==> config.mk <==
export PLATFORM = sky130hd
export DESIGN_NAME = membus_selftest
export DESIGN_NICKNAME = d
export VERILOG_FILES = /design/src/rtl/membus_pkg.sv /design/src/rtl/membus_addr_gen.sv /design/src/rtl/membus_lat_timer.sv /design/src/rtl/membus_result.sv /design/src/rtl/membus_selftest.sv
export SDC_FILE = /design/constraint.sdc
export NUM_CORES = 1
export LEC_CHECK = 0
export ABC_CLOCK_PERIOD_IN_PS = 3600
export BUFFER_PORTS_ARGS = -buffer_cell sky130_fd_sc_hd__buf_4
export CAP_MARGIN = 20
export CELL_PAD_IN_SITES_DETAIL_PLACEMENT = 1
export CELL_PAD_IN_SITES_GLOBAL_PLACEMENT = 2
export CORE_UTILIZATION = 35
export CTS_CLUSTER_SIZE = 28
export DETAILED_ROUTE_END_ITERATION = 7
export PLACE_DENSITY_LB_ADDON = 0.1
export SETUP_SLACK_MARGIN = 0.15
export SYNTH_ARGS = -nofsm -noshare
export SYNTH_HDL_FRONTEND = slang
export SYNTH_HIERARCHICAL = 1
export SYNTH_SLANG_ARGS = --single-unit
==> constraint.sdc <==
create_clock -name clk -period 3.6 [get_ports clk]
set_input_delay 0.54 -clock clk [delete_from_list [all_inputs] [get_ports clk]]
set_output_delay 0.54 -clock clk [all_outputs]
set_load 0.03 [all_outputs]
==> src/rtl/membus_pkg.sv <==
package membus_pkg;

    typedef enum logic [2:0] {
        ST_IDLE,
        ST_WRITE,
        ST_READ,
        ST_WAIT,
        ST_MARK,
        ST_DONE
    } st_e;

    typedef enum logic [2:0] {
        PH_NONE  = 3'd0,
        PH_DATA  = 3'd1,
        PH_ADDR  = 3'd2,
        PH_ALIAS = 3'd3,
        PH_FULL  = 3'd4
    } phase_e;

    typedef enum logic [2:0] {
        AOP_HOLD,
        AOP_ZERO,
        AOP_ONE,
        AOP_SHL,
        AOP_INC
    } aop_e;

    localparam logic [7:0] PAT_MAIN  = 8'hAA;
    localparam logic [7:0] PAT_ANTI  = 8'h55;
    localparam logic [7:0] PAT_WALK0 = 8'h01;

endpackage

==> src/rtl/membus_addr_gen.sv <==
module membus_addr_gen
    import membus_pkg::*;
#(
    parameter int ADDR_W = 24
) (
    input  logic              clk,
    input  logic              rst_n,
    input  aop_e              op,
    output logic [ADDR_W-1:0] addr,
    output logic              at_top_pow2,
    output logic              at_last
);

    localparam logic [ADDR_W-1:0] ADDR_ONE = {{(ADDR_W-1){1'b0}}, 1'b1};

    always_ff @(posedge clk or negedge rst_n) begin
        if (!rst_n) begin
            addr <= '0;
        end else begin
            unique case (op)
                AOP_ZERO: addr <= '0;
                AOP_ONE:  addr <= ADDR_ONE;
                AOP_SHL:  addr <= {addr[ADDR_W-2:0], 1'b0};
                AOP_INC:  addr <= addr + ADDR_ONE;
                default:  addr <= addr;
            endcase
        end
    end

    // the highest power-of-two address has only its top bit set
    assign at_top_pow2 = addr[ADDR_W-1];
    assign at_last     = &addr;

endmodule

==> src/rtl/membus_lat_timer.sv <==
module membus_lat_timer #(
    parameter int LAT = 2
) (
    input  logic clk,
    input  logic rst_n,
    input  logic arm,
    output logic expired
);

    localparam int CW = (LAT > 1) ? $clog2(LAT) : 1;
    localparam logic [CW-1:0] LOAD = CW'(LAT - 1);

    logic [CW-1:0] cnt_q;

    always_ff @(posedge clk or negedge rst_n) begin
        if (!rst_n) begin
            cnt_q <= '0;
        end else if (arm) begin
            cnt_q <= LOAD;
        end else if (cnt_q != '0) begin
            cnt_q <= cnt_q - 1'b1;
        end
    end

    assign expired = (cnt_q == '0);

endmodule

==> src/rtl/membus_result.sv <==
module membus_result #(
    parameter int ADDR_W = 24
) (
    input  logic              clk,
    input  logic              rst_n,
    input  logic              clr,
    input  logic              set_pass,
    input  logic              set_fail,
    input  logic [2:0]        in_phase,
    input  logic [ADDR_W-1:0] in_addr,
    input  logic [7:0]        in_data,
    output logic              done,
    output logic              pass,
    output logic [2:0]        out_phase,
    output logic [ADDR_W-1:0] out_addr,
    output logic [7:0]        out_data
);

    always_ff @(posedge clk or negedge rst_n) begin
        if (!rst_n) begin
            done      <= 1'b0;
            pass      <= 1'b0;
            out_phase <= '0;
            out_addr  <= '0;
            out_data  <= '0;
        end else if (clr) begin
            done      <= 1'b0;
            pass      <= 1'b0;
            out_phase <= '0;
            out_addr  <= '0;
            out_data  <= '0;
        end else if (set_fail) begin
            done      <= 1'b1;
            pass      <= 1'b0;
            out_phase <= in_phase;
            out_addr  <= in_addr;
            out_data  <= in_data;
        end else if (set_pass) begin
            done      <= 1'b1;
            pass      <= 1'b1;
            out_phase <= '0;
            out_addr  <= '0;
            out_data  <= '0;
        end
    end

endmodule

==> src/rtl/membus_selftest.sv <==
module membus_selftest
    import membus_pkg::*;
#(
    parameter int ADDR_W = 24,
    parameter int RD_LAT = 2
) (
    input  logic              clk,
    input  logic              rst_n,
    input  logic              start,
    output logic              busy,
    output logic              done,
    output logic              pass,
    output logic [2:0]        fail_phase,
    output logic [ADDR_W-1:0] fail_addr,
    output logic [7:0]        fail_data,
    output logic [ADDR_W-1:0] mem_addr,
    output logic [7:0]        mem_wdata,
    output logic              mem_we,
    output logic              mem_re,
    input  logic [7:0]        mem_rdata
);

    st_e        state_q, state_d;
    phase_e     phase_q, phase_d;
    logic [7:0] pat_q, pat_d;
    aop_e       aop;

    logic [ADDR_W-1:0] addr;
    logic              at_top_pow2;
    logic              at_last;
    logic              lat_expired;
    logic              cmp_now;
    logic              mismatch;
    logic              res_clr;
    logic              res_pass;
    logic              res_fail;

    membus_addr_gen #(.ADDR_W(ADDR_W)) u_addr (
        .clk         (clk),
        .rst_n       (rst_n),
        .op          (aop),
        .addr        (addr),
        .at_top_pow2 (at_top_pow2),
        .at_last     (at_last)
    );

    membus_lat_timer #(.LAT(RD_LAT)) u_timer (
        .clk     (clk),
        .rst_n   (rst_n),
        .arm     (state_q == ST_READ),
        .expired (lat_expired)
    );

    membus_result #(.ADDR_W(ADDR_W)) u_result (
        .clk       (clk),
        .rst_n     (rst_n),
        .clr       (res_clr),
        .set_pass  (res_pass),
        .set_fail  (res_fail),
        .in_phase  (phase_q),
        .in_addr   (addr),
        .in_data   (mem_rdata),
        .done      (done),
        .pass      (pass),
        .out_phase (fail_phase),
        .out_addr  (fail_addr),
        .out_data  (fail_data)
    );

    assign cmp_now  = (state_q == ST_WAIT) && lat_expired;
    assign mismatch = (mem_rdata != pat_q);

    // state, phase and pattern registers
    always_ff @(posedge clk or negedge rst_n) begin
        if (!rst_n) begin
            state_q <= ST_IDLE;
            phase_q <= PH_NONE;
            pat_q   <= '0;
        end else begin
            state_q <= state_d;
            phase_q <= phase_d;
            pat_q   <= pat_d;
        end
    end

    // transitions
    always_comb begin
        state_d  = state_q;
        phase_d  = phase_q;
        pat_d    = pat_q;
        aop      = AOP_HOLD;
        res_clr  = 1'b0;
        res_pass = 1'b0;
        res_fail = 1'b0;
        unique case (state_q)
            ST_IDLE, ST_DONE: begin
                if (start) begin
                    res_clr = 1'b1;
                    phase_d = PH_DATA;
                    pat_d   = PAT_WALK0;
                    aop     = AOP_ZERO;
                    state_d = ST_WRITE;
                end
            end
            ST_WRITE: state_d = ST_READ;
            ST_READ:  state_d = ST_WAIT;
            ST_MARK: begin
                phase_d = PH_ALIAS;
                aop     = AOP_ONE;
                state_d = ST_READ;
            end
            ST_WAIT: begin
                if (cmp_now) begin
                    if (mismatch) begin
                        res_fail = 1'b1;
                        state_d  = ST_DONE;
                    end else begin
                        unique case (phase_q)
                            PH_DATA: begin
                                if (pat_q[7]) begin
                                    phase_d = PH_ADDR;
                                    pat_d   = PAT_MAIN;
                                    aop     = AOP_ONE;
                                end else begin
                                    pat_d   = {pat_q[6:0], 1'b0};
                                end
                                state_d = ST_WRITE;
                            end
                            PH_ADDR: begin
                                if (at_top_pow2) begin
                                    state_d = ST_MARK;
                                end else begin
                                    aop     = AOP_SHL;
                                    state_d = ST_WRITE;
                                end
                            end
                            PH_ALIAS: begin
                                if (at_top_pow2) begin
                                    phase_d = PH_FULL;
                                    aop     = AOP_ZERO;
                                    state_d = ST_WRITE;
                                end else begin
                                    aop     = AOP_SHL;
                                    state_d = ST_READ;
                                end
                            end
                            PH_FULL: begin
                                if (at_last) begin
                                    res_pass = 1'b1;
                                    state_d  = ST_DONE;
                                end else begin
                                    aop     = AOP_INC;
                                    state_d = ST_WRITE;
                                end
                            end
                            default: state_d = ST_DONE;
                        endcase
                    end
                end
            end
            default: state_d = ST_IDLE;
        endcase
    end

    // outputs
    always_comb begin
        mem_we    = 1'b0;
        mem_re    = 1'b0;
        mem_addr  = addr;
        mem_wdata = pat_q;
        busy      = 1'b1;
        unique case (state_q)
            ST_IDLE, ST_DONE: busy = 1'b0;
            ST_WRITE:         mem_we = 1'b1;
            ST_READ:          mem_re = 1'b1;
            ST_MARK: begin
                mem_we    = 1'b1;
                mem_addr  = '0;
                mem_wdata = PAT_ANTI;
            end
            default: ;
        endcase
    end

endmodule

==> flow_metrics.env, run 1 <==
export IMPL_status="completed"
export IMPL_num_vias=3788
export IMPL_hold_path_class="in -> async"
export IMPL_synth_common_cells="dfrtp_1, a32o_1, nor2b_1"
export IMPL_cp_start_kind="register"
export IMPL_finalHoldViolations=0
export IMPL_drt_wirelength_per_cell_um=19.4
export IMPL_cts_max_level=3
export IMPL_worst_slew_pin_slew_ns=0.937
export IMPL_fin_area_um2=5420
export IMPL_cp_slowest_cell="nor2_4"
export IMPL_netlist_instances=423
export IMPL_synthFlopType="dfrtp_1"
export IMPL_grt_max_degree=77
export IMPL_post_route_period_util_pct=84.7
export IMPL_netlist_top_cells_area="dfrtp_1, a32o_1, nor2b_1"
export IMPL_crit_fanout=24
export IMPL_area_growth_pct=23.7
export IMPL_fin_crit_ns=3.05
export IMPL_grt_pass1_wl_um=21500
export IMPL_syn_nets=435
export IMPL_dpl_worst_slack_ns=-0.0518
export IMPL_netlist_area_um2=4380
export IMPL_yosys_cell_count_top_type="dfrtp_1"
export IMPL_initial_core_util_pct=36.2
export IMPL_cp_required_ns=3.78
export IMPL_grt_use_total_pct=21.5
export IMPL_core_rowCount=40
export IMPL_synth_edf_count=0
export IMPL_grt_antenna_before_repair=0
export IMPL_fin_hold_ws_ns=0.163
export IMPL_setup_viol=0
export IMPL_max_freq_ghz=0.328
export IMPL_slowest_delay_ns=0.49
export IMPL_cts_buffers=9
export IMPL_synth_seq_cells=76
export IMPL_ioPinCount=83
export IMPL_drcViolationCount=0
export IMPL_gr_total_overflow=0
export IMPL_die_h_um=114
export IMPL_clock_sinks=76
export IMPL_place_area_um2=5100
export IMPL_clock_path_buffers=2
export IMPL_skew_ns=0.00889
export IMPL_synth_top_area_cell="dfrtp_1"
export IMPL_routed_wirelength_um=13000
export IMPL_core_um2=12100
export IMPL_drive_above_1_share_pct=29.3
export IMPL_arrival_ns=3.23
export IMPL_port_buffer_count=82
export IMPL_cp_end_kind="register"
export IMPL_drt_iter0_markers=213
export IMPL_ys_types=70
export IMPL_clk_latency_ns=0.34
export IMPL_crit_family="simple AND/OR/NAND/NOR gates"
export IMPL_dieArea_um2=13000
export IMPL_synth_seq_area_share_pct=43.4
export IMPL_crit_chain="xnor2_1 -> nand4_1 -> nor2_4 -> nand3_1 -> nor2_4 -> clkinv_1 -> and2_1 -> a222oi_1 -> a311oi_1"
export IMPL_cts_tree="built"
export IMPL_maxSlewHeadroom_pct=37.4
export IMPL_p_leak_nw=2.35
export IMPL_grt_pass1_vias=3868
export IMPL_synth_top_area_share_pct=43.4
export IMPL_clk_pin_slew_ns=0.06
export IMPL_routabilityCongestion=0.770
export IMPL_ant_nets=0
export IMPL_critPathKind="reg -> reg"
export IMPL_maxSlewViolCount=0
export IMPL_avgViaCountPerCell=5.65
export IMPL_cp_common_cell="nor2_4"
export IMPL_dp_hpwl_um=8860
export IMPL_synthArstFlopShare_pct=100
export IMPL_num_fill_cells=1373
export IMPL_cap_violations=0
export IMPL_die_w_um=114
export IMPL_rsz0062_at_grt="false"
export IMPL_clockRootBuffer="clkbuf_16"
export IMPL_yosysWarningCount=6
export IMPL_diodes=0
export IMPL_first_pass_iters=5
export IMPL_setup_slack_ns=0.551
export IMPL_avgSynthCellArea_um2=10.4
export IMPL_power_density_nw_per_um2=597
export IMPL_post_cts_setup_buffer_count=0
export IMPL_nets=510
export IMPL_cp_num_buf_inv=1
export IMPL_ir_drop_v=0.000217
[layer usage]
| metal | track usage [%] | share of wire [%] | vias up |
|---|---|---|---|
| li1 | - | - | 1770 |
| met1 | 29.8 | 47 | 1944 |
| met4 | 8.05 | 1.5 | 0 |
| met5 | 0 | 0 | - |
| met3 | 3.19 | 3.2 | 10 |
| met2 | 34.0 | 49 | 64 |
[cells in the final DEF (no fill, tap or decap), types with 3 or more instances in the layout]
cell	count
nand3_1	11
o31ai_1	10
xor2_1	3
nand2_1	15
clkbuf_16	9
a21oi_1	13
a21o_1	4
nor2_4	3
nor2b_1	32
nand4_1	9
a22o_1	6
nor4_1	6
nor3_1	10
or4_1	6
a32o_1	35
inv_1	11
nor2_1	22
o2bb2ai_1	5
dfrtp_1	76
buf_4	103
nand3b_1	3
xnor2_1	14
o21ai_0	8
a31oi_1	9
a221oi_1	15
o41ai_1	3
or2_2	6
a41o_1	3
[through the flow]
stage               instances  TNS, ns  util, %  total power (W)
finish                    670        0     44.8          0.00324
global route              670        0     44.8          0.00343
CTS                       669        0     44.5          0.00327
detailed placement        654  -0.0763     42.1          0.00235
global placement          654        0     42.1          0.00234
floorplan                 423        0        -          0.00203
[logic make-up after synthesis]
logic type | after synthesis | share of synthesized area (%)
AO/OA/AOI/OAI | 126 | 23.7
XOR/XNOR | 17 | 3.40
adder cells (fa/ha/maj) | 2 | 0.514
buffers and inverters | 54 | 7.85
flip-flops | 76 | 43.4
multiplexers | 2 | 0.457
AND/OR/NAND/NOR | 146 | 20.7
[report_power, final]
part	switching (W)	leakage [nW]	internal [W]
registers	0.0000973	1.03	0.000950
logic	0.000819	1.18	0.000466
clock network	0.000353	0.138	0.000551
[repair_timing]
| item | 4_1_cts | 5_1_grt |
|---|---|---|
| endpoints found under the setup margin | 0 | 10 |
| resized for setup | 0 | 2 |
| endpoints found under the hold margin | 0 | 0 |
| hold buffers | 0 | 0 |
[state kept, by name, indices dropped and copies added, names as in the netlist]
name and flops:
state_q 3, u_result/out_phase 3, pat_q 8, phase_q 3, u_result/done 1, u_result/out_data 8, u_result/pass 1, u_addr/addr 24
u_result/out_addr 24, u_timer/cnt_q 1
[path summary, 6_finish.rpt]
kind	from	end	slack (ns)	cells after the start
min in group clk	mem_rdata[2]	u_result/out_data[2]	0.43	2
max in group asynchronous	rst_n	u_result/out_addr[6]	2.84	2
worst min register to register	u_result/pass	u_result/pass	0.50	1
worst min-delay path	rst_n	u_result/out_data[6]	0.16	1
worst max register to register	pat_q[0]	u_addr/addr[22]	0.55	9
worst max-delay path	pat_q[0]	u_addr/addr[22]	0.55	9
[area by class of cell]
type                            instances  area [um^2]  share of cell area, %
Inverter                               13         48.8                  0.900
Tap cell                              168          210                   3.88
Sequential cell                        76         1900                   35.1
Timing Repair Buffer                  105          813                   15.0
Clock buffer                           11          243                   4.48
Multi-Input combinational cell        293         2150                   39.7
Clock inverter                          4         50.0                  0.923
(Power assumes the default switching activity.)
==> run 2: changes to the inputs <==
- ABC_CLOCK_PERIOD_IN_PS: 3600 -> 2600
- CORE_UTILIZATION: 35 -> 32
- clock period: 3.6 -> 2.6 ns (I/O delays scaled with it)
==> run 2 against run 1 <==
  * The run now ends with hold timing left
  * Non-clock buffer count up 63
  * Sequential power up 34%
  * Die area up 9.2%
  * Combinational power up 64%
  * Routed wire length up 12%
  * Sequential cell count unchanged
  * Worst hold slack worse by 0.16 ns
  * Clock-buffer cell count up 3
  * Setup slack worse by 0.37 ns
  * Final area up 14%
  * Register-to-register slack worse by 0.37 ns
  * Power up 47%
==> flow_metrics.env, run 2 (synthesis results as in run 1) <==
export IMPL_clockRootBuffer="clkbuf_16"
export IMPL_drive_above_1_share_pct=42.9
export IMPL_die_w_um=119
export IMPL_port_buffer_count=82
export IMPL_power_w=0.00475
export IMPL_combPwrFrac_pct=44.6
export IMPL_multi_input_area_um2=2340
export IMPL_ir_drop_v=0.000409
export IMPL_setup_viol=0
export IMPL_postCtsHoldBufs=0
export IMPL_fin_hold_ws_ns=-0.0000804
export IMPL_switching_share_pct=39.8
export IMPL_regArea_um2=1900
export IMPL_cp_start_kind="register"
export IMPL_place_area_um2=5500
export IMPL_grt_pass1_vias=4172
export IMPL_crit_family="compound AO/OA/AOI/OAI gates"
export IMPL_layout_common_cells="buf_4, dfrtp_1, a32o_1"
export IMPL_core_rowCount=42
export IMPL_cp_common_cell="nor2_4"
export IMPL_power_frac_clock_pct=25.7
export IMPL_grt_pass1_wl_um=22700
export IMPL_met1Wirelength_um=6320
export IMPL_cts_tree="built"
export IMPL_dr_wl_met2_um=7460
export IMPL_grt_antenna_before_repair=0
export IMPL_reg_largest_list="u_addr/addr: 24 flops, u_result/out_addr: 24 flops"
export IMPL_num_fill_cells=1487
export IMPL_ioPinCount=83
export IMPL_arrival_ns=2.63
export IMPL_cp_num_buf_inv=2
export IMPL_drt_iter0_markers=296
export IMPL_final_instance_count_excl_fill=742
export IMPL_dieArea_um2=14200
export IMPL_p_int_w=0.00286
export IMPL_cap_violations=0
export IMPL_die_h_um=119
export IMPL_crit_cells=11
export IMPL_first_pass_iters=4
export IMPL_dp_hpwl_um=9830
export IMPL_post_route_period_util_pct=92.9
export IMPL_crit_fanout=8
export IMPL_fin_crit_ns=2.42
export IMPL_cp_end_kind="register"
export IMPL_worst_slew_pin_slew_ns=0.616
export IMPL_cts_max_level=3
export IMPL_fin_area_um2=6160
export IMPL_gr_total_overflow=0
export IMPL_diodes=0
export IMPL_area_growth_pct=40.5
export IMPL_ant_nets=0
export IMPL_final_common_cell="buf_4"
export IMPL_skew_ns=0.00473
export IMPL_p_leak_nw=2.77
export IMPL_core_um2=13300
export IMPL_hold_path_class="in -> async"
export IMPL_routed_wirelength_um=14500
export IMPL_crit_chain="xnor2_1 -> nand4_1 -> nor2_4 -> nand3_4 -> o31ai_2 -> buf_4 -> nor2_4 -> buf_6 -> a41o_1 -> a222oi_1 -> nor3b_1"
export IMPL_num_vias=4121
export IMPL_routed_top_layer="met4"
export IMPL_switchingPower_w=0.00189
export IMPL_clock_path_buffers=2
export IMPL_cp_slowest_cell="dfrtp_1"
export IMPL_reg2regPathDepth=11
export IMPL_violations="hold timing"
export IMPL_grt_max_degree=44
export IMPL_clock_sinks=76
export IMPL_maxSlewHeadroom_pct=58.9
export IMPL_clk_latency_ns=0.34
export IMPL_initial_core_util_pct=33.0
export IMPL_cp_required_ns=2.81
export IMPL_drt_wirelength_per_cell_um=19.5
export IMPL_clk_pin_slew_ns=0.06
export IMPL_grt_use_total_pct=20.5
export IMPL_wl_met3_um=535
export IMPL_avgViaCountPerCell=5.55
export IMPL_drcViolationCount=0
export IMPL_place_inst=709
export IMPL_max_freq_ghz=0.414
export IMPL_power_density_nw_per_um2=771
export IMPL_cts_buffers=9
export IMPL_slowest_delay_ns=0.39
export IMPL_nets=574
export IMPL_critPathKind="reg -> reg"
export IMPL_seq_power_share_pct=29.7
export IMPL_finalHoldViolations=1
export IMPL_routabilityCongestion=0.758
export IMPL_rsz0062_at_grt="true"
export IMPL_status="finished with violations"
export IMPL_maxSlewViolCount=0
[run 2: cell types whose count changed in the layout (fill, tap and decap cells not counted), sizes merged]
cell | previous run | this run
buf | 105 | 168
nor2 | 26 | 27
clkbuf | 11 | 14
bufinv | 1 | 0
clkinvlp | 2 | 0
[run 2: timing repair]
action                                 in CTS  in global routing
endpoints found under the hold margin       0                  0
pin swaps                                   5                 23
setup endpoints to repair                  23                 61
cloned                                      0                  1
resized for setup                           6                 45
setup buffers                               6                 11
[run 2: through the flow]
stage               worst slack, ns  utilization [%]  setup TNS, ns
finish                        0.185             46.3              0
global route                 0.0304             46.3              0
detailed placement          -0.0814             41.4         -0.516
global placement            -0.0231             41.4        -0.0231
CTS                           0.151             44.1              0
floorplan                     0.181                -              0
[run 2: final cells by class]
type                    count  share of cell area, %
clock buffers              14                   4.61
clock inverters             1                 0.0813
inverters                  13                  0.813
multi-input cells         294                   38.1
flip-flops and latches     76                   30.9
well taps                 176                   3.58
repair buffers            168                   21.9
[run 2: final timing paths]
check                              start  slack [ns]              endpoint
setup reg to reg                pat_q[0]        0.18       u_addr/addr[19]
min in group clk            mem_rdata[6]        0.28  u_result/out_data[6]
hold reg to reg            u_result/pass        0.49         u_result/pass
max in group asynchronous          rst_n        1.98       u_addr/addr[15]
hold / removal                     rst_n    -0.00008  u_result/out_data[7]
setup / recovery                pat_q[0]        0.18       u_addr/addr[19]
[run 2: per-layer routing]
| layer | GRT usage (%) | vias to the layer above |
|---|---|---|
| met4 | 4.91 | 0 |
| met3 | 4.84 | 13 |
| li1 | - | 1899 |
| met5 | 0 | - |
| met1 | 26.1 | 2132 |
| met2 | 34.9 | 77 |
[run 2: power by group through the flow]
stage	combinational (W)	sequential, W	clock (W)
floorplan	0.00124	0.00157	0
global placement	0.00188	0.00142	0
detailed placement	0.00191	0.00143	0
CTS	0.00194	0.00141	0.00126
global route	0.00227	0.00143	0.00130
finish	0.00212	0.00141	0.00122
[run 2: worst reg2reg max path: stages, from the launching register on]
cell and delay (ns):
dfrtp_1 0.39, xnor2_1 0.17, nand4_1 0.21, nor2_4 0.20, nand3_4 0.12, o31ai_2 0.25, buf_4 0.19, nor2_4 0.05
buf_6 0.14, a41o_1 0.18, a222oi_1 0.28, nor3b_1 0.10
